`src/rtl/daddr_watch_pkg.sv`:
```
package daddr_watch_pkg;

   localparam int NCH   = 2;
   localparam int STS_W = 4;

   localparam int STS_CH1  = 0;
   localparam int STS_CH2  = 1;
   localparam int STS_IAC1 = 2;
   localparam int STS_IAC3 = 3;

   typedef enum logic [1:0] {
      CMP_EXACT = 2'b00,
      CMP_BITS  = 2'b01,
      CMP_INCL  = 2'b10,
      CMP_EXCL  = 2'b11
   } cmp_mode_e;

   // control word, first member is the most significant
   typedef struct packed {
      logic      link2;
      logic      link1;
      cmp_mode_e mode;
      logic [1:0] sp2;
      logic [1:0] pv2;
      logic [1:0] sp1;
      logic [1:0] pv1;
   } ctl_t;

   localparam int CTL_W = $bits(ctl_t);

endpackage

```
`src/rtl/daddr_qual.sv`:
```
// Privilege and address-space qualifier of one channel.
module daddr_qual (
   input  logic [1:0] priv_sel,
   input  logic [1:0] space_sel,
   input  logic       priv,
   input  logic       space,
   output logic       ok
);
   logic priv_ok;
   logic space_ok;

   always_comb begin
      unique case (priv_sel)
         2'b00:   priv_ok = 1'b1;
         2'b10:   priv_ok = ~priv;
         2'b11:   priv_ok = priv;
         default: priv_ok = 1'b0;   // reserved code never qualifies
      endcase
      unique case (space_sel)
         2'b00:   space_ok = 1'b1;
         2'b10:   space_ok = ~space;
         2'b11:   space_ok = space;
         default: space_ok = 1'b0;  // real-address mode: no hit possible
      endcase
   end

   assign ok = priv_ok & space_ok;
endmodule

```
`src/rtl/daddr_cmp.sv`:
```
// Address comparators shared by both channels.
module daddr_cmp
   import daddr_watch_pkg::*;
#(
   parameter int AW = 32
) (
   input  cmp_mode_e        mode,
   input  logic [AW-1:0]    addr,
   input  logic [AW-1:0]    val1,
   input  logic [AW-1:0]    val2,
   output logic             raw1,
   output logic             raw2
);
   logic eq1, eq2, ge1, lt2, masked;

   assign eq1    = (addr == val1);
   assign eq2    = (addr == val2);
   assign ge1    = (addr >= val1);
   assign lt2    = (addr <  val2);
   assign masked = (((addr ^ val1) & val2) == '0);

   always_comb begin
      unique case (mode)
         CMP_EXACT: raw1 = eq1;
         CMP_BITS:  raw1 = masked;
         CMP_INCL:  raw1 = ge1 & lt2;
         CMP_EXCL:  raw1 = ~ge1 | ~lt2;
         default:   raw1 = 1'b0;
      endcase
   end

   assign raw2 = (mode == CMP_EXACT) & eq2;
endmodule

```
`src/rtl/daddr_regs.sv`:
```
// Control word and compare values.
module daddr_regs
   import daddr_watch_pkg::*;
#(
   parameter int AW  = 32,
   parameter int RAW = 2
) (
   input  logic           clk,
   input  logic           rst_n,
   input  logic           cfg_we,
   input  logic [RAW-1:0] cfg_addr,
   input  logic [AW-1:0]  cfg_wdata,
   output ctl_t           ctl,
   output logic [AW-1:0]  val1,
   output logic [AW-1:0]  val2
);
   localparam logic [RAW-1:0] IDX_CTL = RAW'(0);
   localparam logic [RAW-1:0] IDX_V1  = RAW'(1);
   localparam logic [RAW-1:0] IDX_V2  = RAW'(2);

   always_ff @(posedge clk or negedge rst_n) begin
      if (!rst_n) begin
         ctl  <= '0;
         val1 <= '0;
         val2 <= '0;
      end else if (cfg_we) begin
         if (cfg_addr == IDX_CTL) ctl  <= ctl_t'(cfg_wdata[CTL_W-1:0]);
         if (cfg_addr == IDX_V1)  val1 <= cfg_wdata;
         if (cfg_addr == IDX_V2)  val2 <= cfg_wdata;
      end
   end

   // a written compare value is visible on the next cycle
   AST_V1_WRITE: assert property (@(posedge clk) disable iff (!rst_n)
      (cfg_we && cfg_addr == IDX_V1) |=> (val1 == $past(cfg_wdata))) else $error("v1 write lost");
endmodule

```
`src/rtl/daddr_watch.sv`:
```
module daddr_watch
   import daddr_watch_pkg::*;
#(
   parameter int AW  = 32,
   parameter int RAW = 2
) (
   input  logic           clk,
   input  logic           rst_n,
   input  logic           cfg_we,
   input  logic [RAW-1:0] cfg_addr,
   input  logic [AW-1:0]  cfg_wdata,
   input  logic           acc_valid,
   input  logic [AW-1:0]  acc_addr,
   input  logic           acc_priv,
   input  logic           acc_space,
   input  logic           iac1_hit,
   input  logic           iac3_hit,
   output logic           evt_ch1,
   output logic           evt_ch2,
   output logic           evt_iac1,
   output logic           evt_iac3,
   output logic [STS_W-1:0] sts
);
   localparam logic [RAW-1:0] IDX_STS = RAW'(3);

   if (AW < CTL_W) begin : g_bad_aw
      $error("AW must hold the control word");
   end
   if (RAW < 2) begin : g_bad_raw
      $error("RAW must address four registers");
   end

   ctl_t          ctl;
   logic [AW-1:0] val1, val2;

   daddr_regs #(.AW(AW), .RAW(RAW)) u_regs (
      .clk(clk), .rst_n(rst_n), .cfg_we(cfg_we), .cfg_addr(cfg_addr),
      .cfg_wdata(cfg_wdata), .ctl(ctl), .val1(val1), .val2(val2)
   );

   logic raw1, raw2;
   daddr_cmp #(.AW(AW)) u_cmp (
      .mode(ctl.mode), .addr(acc_addr), .val1(val1), .val2(val2),
      .raw1(raw1), .raw2(raw2)
   );

   logic [1:0] pv_sel [NCH];
   logic [1:0] sp_sel [NCH];
   logic [NCH-1:0] qok;

   assign pv_sel[0] = ctl.pv1;
   assign sp_sel[0] = ctl.sp1;
   assign pv_sel[1] = ctl.pv2;
   assign sp_sel[1] = ctl.sp2;

   for (genvar g = 0; g < NCH; g++) begin : g_qual
      daddr_qual u_q (
         .priv_sel(pv_sel[g]), .space_sel(sp_sel[g]),
         .priv(acc_priv), .space(acc_space), .ok(qok[g])
      );
   end

   logic exact;
   logic [STS_W-1:0] nxt;
   logic [STS_W-1:0] clr;

   assign exact = (ctl.mode == CMP_EXACT);
   assign nxt[STS_CH1]  = acc_valid & raw1 & qok[0] & (~ctl.link1 | iac1_hit);
   assign nxt[STS_CH2]  = acc_valid & raw2 & qok[1] & (~ctl.link2 | iac3_hit);
   assign nxt[STS_IAC1] = acc_valid & iac1_hit & ~ctl.link1;
   assign nxt[STS_IAC3] = acc_valid & iac3_hit & ~(ctl.link2 & exact);
   assign clr = (cfg_we && cfg_addr == IDX_STS) ? cfg_wdata[STS_W-1:0] : '0;

   always_ff @(posedge clk or negedge rst_n) begin
      if (!rst_n) begin
         evt_ch1  <= 1'b0;
         evt_ch2  <= 1'b0;
         evt_iac1 <= 1'b0;
         evt_iac3 <= 1'b0;
         sts      <= '0;
      end else begin
         evt_ch1  <= nxt[STS_CH1];
         evt_ch2  <= nxt[STS_CH2];
         evt_iac1 <= nxt[STS_IAC1];
         evt_iac3 <= nxt[STS_IAC3];
         sts      <= (sts & ~clr) | nxt;
      end
   end

   AST_NO_EVT_WITHOUT_ACCESS: assert property (@(posedge clk) disable iff (!rst_n)
      (evt_ch1 | evt_ch2 | evt_iac1 | evt_iac3) |-> $past(acc_valid)) else $error("event without access");
   AST_CH2_EXACT_ONLY: assert property (@(posedge clk) disable iff (!rst_n)
      evt_ch2 |-> ($past(ctl.mode) == CMP_EXACT)) else $error("ch2 fired in fused mode");
   AST_LINK1_NEEDS_IAC: assert property (@(posedge clk) disable iff (!rst_n)
      (evt_ch1 && $past(ctl.link1)) |-> $past(iac1_hit)) else $error("linked ch1 without iac1");
   AST_IAC1_ABSORBED: assert property (@(posedge clk) disable iff (!rst_n)
      evt_iac1 |-> !$past(ctl.link1)) else $error("absorbed iac1 reported");
   AST_IAC3_ABSORBED: assert property (@(posedge clk) disable iff (!rst_n)
      evt_iac3 |-> !($past(ctl.link2) && $past(ctl.mode) == CMP_EXACT)) else $error("absorbed iac3 reported");
   AST_RSVD_PRIV: assert property (@(posedge clk) disable iff (!rst_n)
      evt_ch1 |-> ($past(ctl.pv1) != 2'b01)) else $error("reserved privilege code hit");
   AST_RSVD_SPACE: assert property (@(posedge clk) disable iff (!rst_n)
      evt_ch1 |-> ($past(ctl.sp1) != 2'b01)) else $error("real-address code hit");
   AST_EVT_SETS_STS: assert property (@(posedge clk) disable iff (!rst_n)
      evt_ch1 |-> sts[STS_CH1]) else $error("status not set");
   AST_STS_STICKY: assert property (@(posedge clk) disable iff (!rst_n)
      ($past(sts[STS_CH1]) && !$past(cfg_we && cfg_addr == IDX_STS && cfg_wdata[STS_CH1]))
         |-> sts[STS_CH1]) else $error("status dropped");
endmodule

```
`config.mk`:
```
export PLATFORM = sky130hd
export DESIGN_NAME = daddr_watch
export DESIGN_NICKNAME = d
export VERILOG_FILES = /design/src/rtl/daddr_watch_pkg.sv /design/src/rtl/daddr_qual.sv /design/src/rtl/daddr_cmp.sv /design/src/rtl/daddr_regs.sv /design/src/rtl/daddr_watch.sv
export SDC_FILE = /design/constraint.sdc
export NUM_CORES = 1
export LEC_CHECK = 0
export ABC_AREA = 1
export BUFFER_PORTS_ARGS = -buffer_cell sky130_fd_sc_hd__buf_2
export CAP_MARGIN = 20
export CORE_ASPECT_RATIO = 1.2
export CORE_MARGIN = 2
export CORE_UTILIZATION = 62
export CTS_CLUSTER_DIAMETER = 100
export DETAILED_ROUTE_END_ITERATION = 12
export PLACE_DENSITY = 0.93
export SYNTH_ARGS = -nofsm -noshare
export SYNTH_HDL_FRONTEND = slang
export SYNTH_SLANG_ARGS = --single-unit
```
`constraint.sdc`:
```
create_clock -name clk -period 2.8 [get_ports clk]
set_clock_uncertainty 0.1 [all_clocks]
set_input_delay 0.56 -clock clk [delete_from_list [all_inputs] [get_ports clk]]
set_output_delay 0.56 -clock clk [all_outputs]
set_load 0.02 [all_outputs]
```
==> impl_metrics.json <==
{
  "dieArea_um2": 8966,
  "dp_hpwl_um": 9526,
  "port_buffers": 81,
  "hold-worst-slack_ps": 55.50,
  "overflow": 0,
  "nNetsFinal": 867,
  "endpoint_kind": "register",
  "hold_path_class": "in -> async",
  "clock_latency_ps": 370,
  "layout_common_cells": "nand2_1 (158), inv_1 (119), dfrtp_1 (84)",
  "dp_worst_setup_slack_ps": 534.0,
  "synth.cell_area_um2": 5097,
  "ys_seq_area_share_pct": 41.24,
  "area_delta_synth_final_pct": 13.75,
  "async_flop_share_pct": 100.0,
  "leakage_nw": 3.191,
  "synth.avg_cell_area_um2": 7.891,
  "routabilityCongestion": 0.8953,
  "final_hold_viol_count": 0,
  "drc": 0,
  "cts_tree": "done",
  "io_pins": 82,
  "num_vias": 4594,
  "row_count": 36,
  "ys_ff_latch": 84,
  "die_w_um": 86.77,
  "drive_gt1_share_pct": 15.94,
  "drt_pass1_iterations": 7,
  "wl_um": 12350,
  "cts_sinks": 84,
  "ctsResizeCount": 0,
  "clkTransAtPathRegs_ps": 90,
  "finalSetupViolCount": 0,
  "power_mw": 3.399,
  "relSlewSlack_pct": 54.03,
  "multiInputGateArea_um2": 2490,
  "power_density_nw_per_um2": 586.2,
  "cp_max_fo": 3,
  "synthDistinctLibCells": 32,
  "n_fill_cell": 604,
  "layout_commonest_cell": "nand2_1",
  "design.core.area_um2": 8063,
  "critPathArrivalTime_ps": 2110,
  "yosysWarnings": 0,
  "postPlaceCellArea_um2": 5614,
  "setup_slack_ps": 850.4,
  "required_ps": 2960,
  "grt_setup_unrepaired": "no",
  "fin_util_pct": 71.91,
  "outcome": "finished, final reports clean",
  "syn_nets": 784,
  "first_global_vias": 4634,
  "cts.path.max_buffers": 2,
  "fin_crit_ps": 1950,
  "grt_max_degree": 65,
  "drt_iter0_drc": 368,
  "initial_core_util_pct": 63.22,
  "htreeDepth": 3,
  "fin_crit_sh_pct": 69.63,
  "wl_per_cell_um": 14.90,
  "startpoint": "u_regs.val1[15]",
  "vdd_drop_max_mv": 0.3801,
  "track_usage_pct": 29.03,
  "cts_setup_buffers": 0,
  "crit_type": "reg -> reg",
  "setup-tns-final_ps": 0,
  "seq_area_um2": 2102,
  "syn_inst": 646,
  "final-instance-count-excl-fill": 829,
  "final_max_slew_viol_count": 0,
  "diodes": 0,
  "cts-buffers-inserted": 9,
  "r2r-start": "u_regs.val1[15]",
  "fin_area_um2": 5798,
  "drv_cap": 0,
  "clockRootBuffer": "clkbuf_8",
  "numPlacedInstances": 813,
  "route.antenna.remaining_nets": 0,
  "worstMarginPinSlew_ps": 687.9,
  "die_h_um": 103.3,
  "avgViaCountPerCell": 5.542,
  "fmax_mhz": 512.9,
  "synth-main-ff-cell": "dfrtp_1",
  "grt_pass1_wl_um": 20180,
  "hold_buffers": 0,
  "crit_path_start_kind": "register",
  "antenna_found_initial": 0,
  "synth_edf_count": 0
}
area by class of cell:
class / instances / area share (%)
inverter: 122 / 7.898
clock buffer: 11 / 2.266
sequential: 84 / 36.25
clock inverter: 5 / 0.9063
timing repair buffer: 86 / 7.682
multi-input combinational: 426 / 42.94
tap: 95 / 2.050
cell families (layout without fill, tap and decap cells):
family                   after synthesis  in the layout  share of synthesized area (%)
adder cells (fa/ha/maj)               64             64                          15.71
buffers and inverters                136            224                          10.01
AO/OA/AOI/OAI                        140            140                          14.60
XOR/XNOR                               2              2                         0.3437
AND/OR/NAND/NOR                      220            220                          18.09
flip-flops                            84             84                          41.24
per-layer routing:
layer	share of wire [%]	GRT usage (%)	vias up	wire length, um
met5	0	0	-	0
met4	3.0	13.58	0	370
met3	5.0	4.762	38	615
met2	52	53.25	162	6416
met1	40	32.99	2159	4947
li1	-	-	2235	-
flip-flops by register name, summed over array words and instances (netlist names):
name         cells
sts              4
u_regs.ctl      12
evt_iac3         1
u_regs.val1     32
evt_iac1         1
u_regs.val2     32
evt_ch2          1
evt_ch1          1
critical path, stage by stage (launching register included):
cell,delay [ps]
dfrtp_1,360
inv_1,50
ha_1,310
nand2_1,80
nor2_1,190
nand2_1,110
nor2_2,130
nand2_1,80
nand2_1,60
nor2_1,40
nand2_1,50
nand2_1,70
nand2_1,60
nand2_1,60
nand3_2,70
nand2_1,50
worst paths after layout:
path | slack (ps) | to | depth (start not counted)
min in group clk | 360 | u_regs.val1[29] | 3
worst min-delay path | 60 | u_regs.val1[16] | 1
worst max register to register | 850 | sts[0] | 15
worst max-delay path | 850 | sts[0] | 15
worst min register to register | 390 | u_regs.val1[14] | 2
max in group asynchronous | 1910 | u_regs.val2[15] | 2
power breakdown:
group          leakage (nW)  internal, mW  switching, mW
Combinational          2.05         0.411          0.625
Clock                0.0931         0.408          0.432
Sequential             1.05          1.40          0.120
synth_stat cells, types with 2 or more instances:
cell type	count	share of area, %
o31ai_1	2	0.29
o21ai_0	83	8.1
nand3_1	7	0.69
o2111ai_1	2	0.34
clkbuf_1	14	1.0
ha_1	64	16
nand2_2	4	0.49
dfrtp_1	84	41
a21oi_1	34	3.3
inv_2	3	0.22
nand4_1	3	0.37
o21ai_1	4	0.39
or2_1	6	0.74
o211ai_1	2	0.29
xor2_1	2	0.34
inv_1	119	8.8
nor3_1	7	0.69
o21a_1	2	0.29
nor2_4	2	0.44
nor2_1	26	1.9
o22ai_1	7	0.86
nand2_1	158	12
nor2_2	2	0.25
Note: power is estimated with default switching activity, not from simulation.
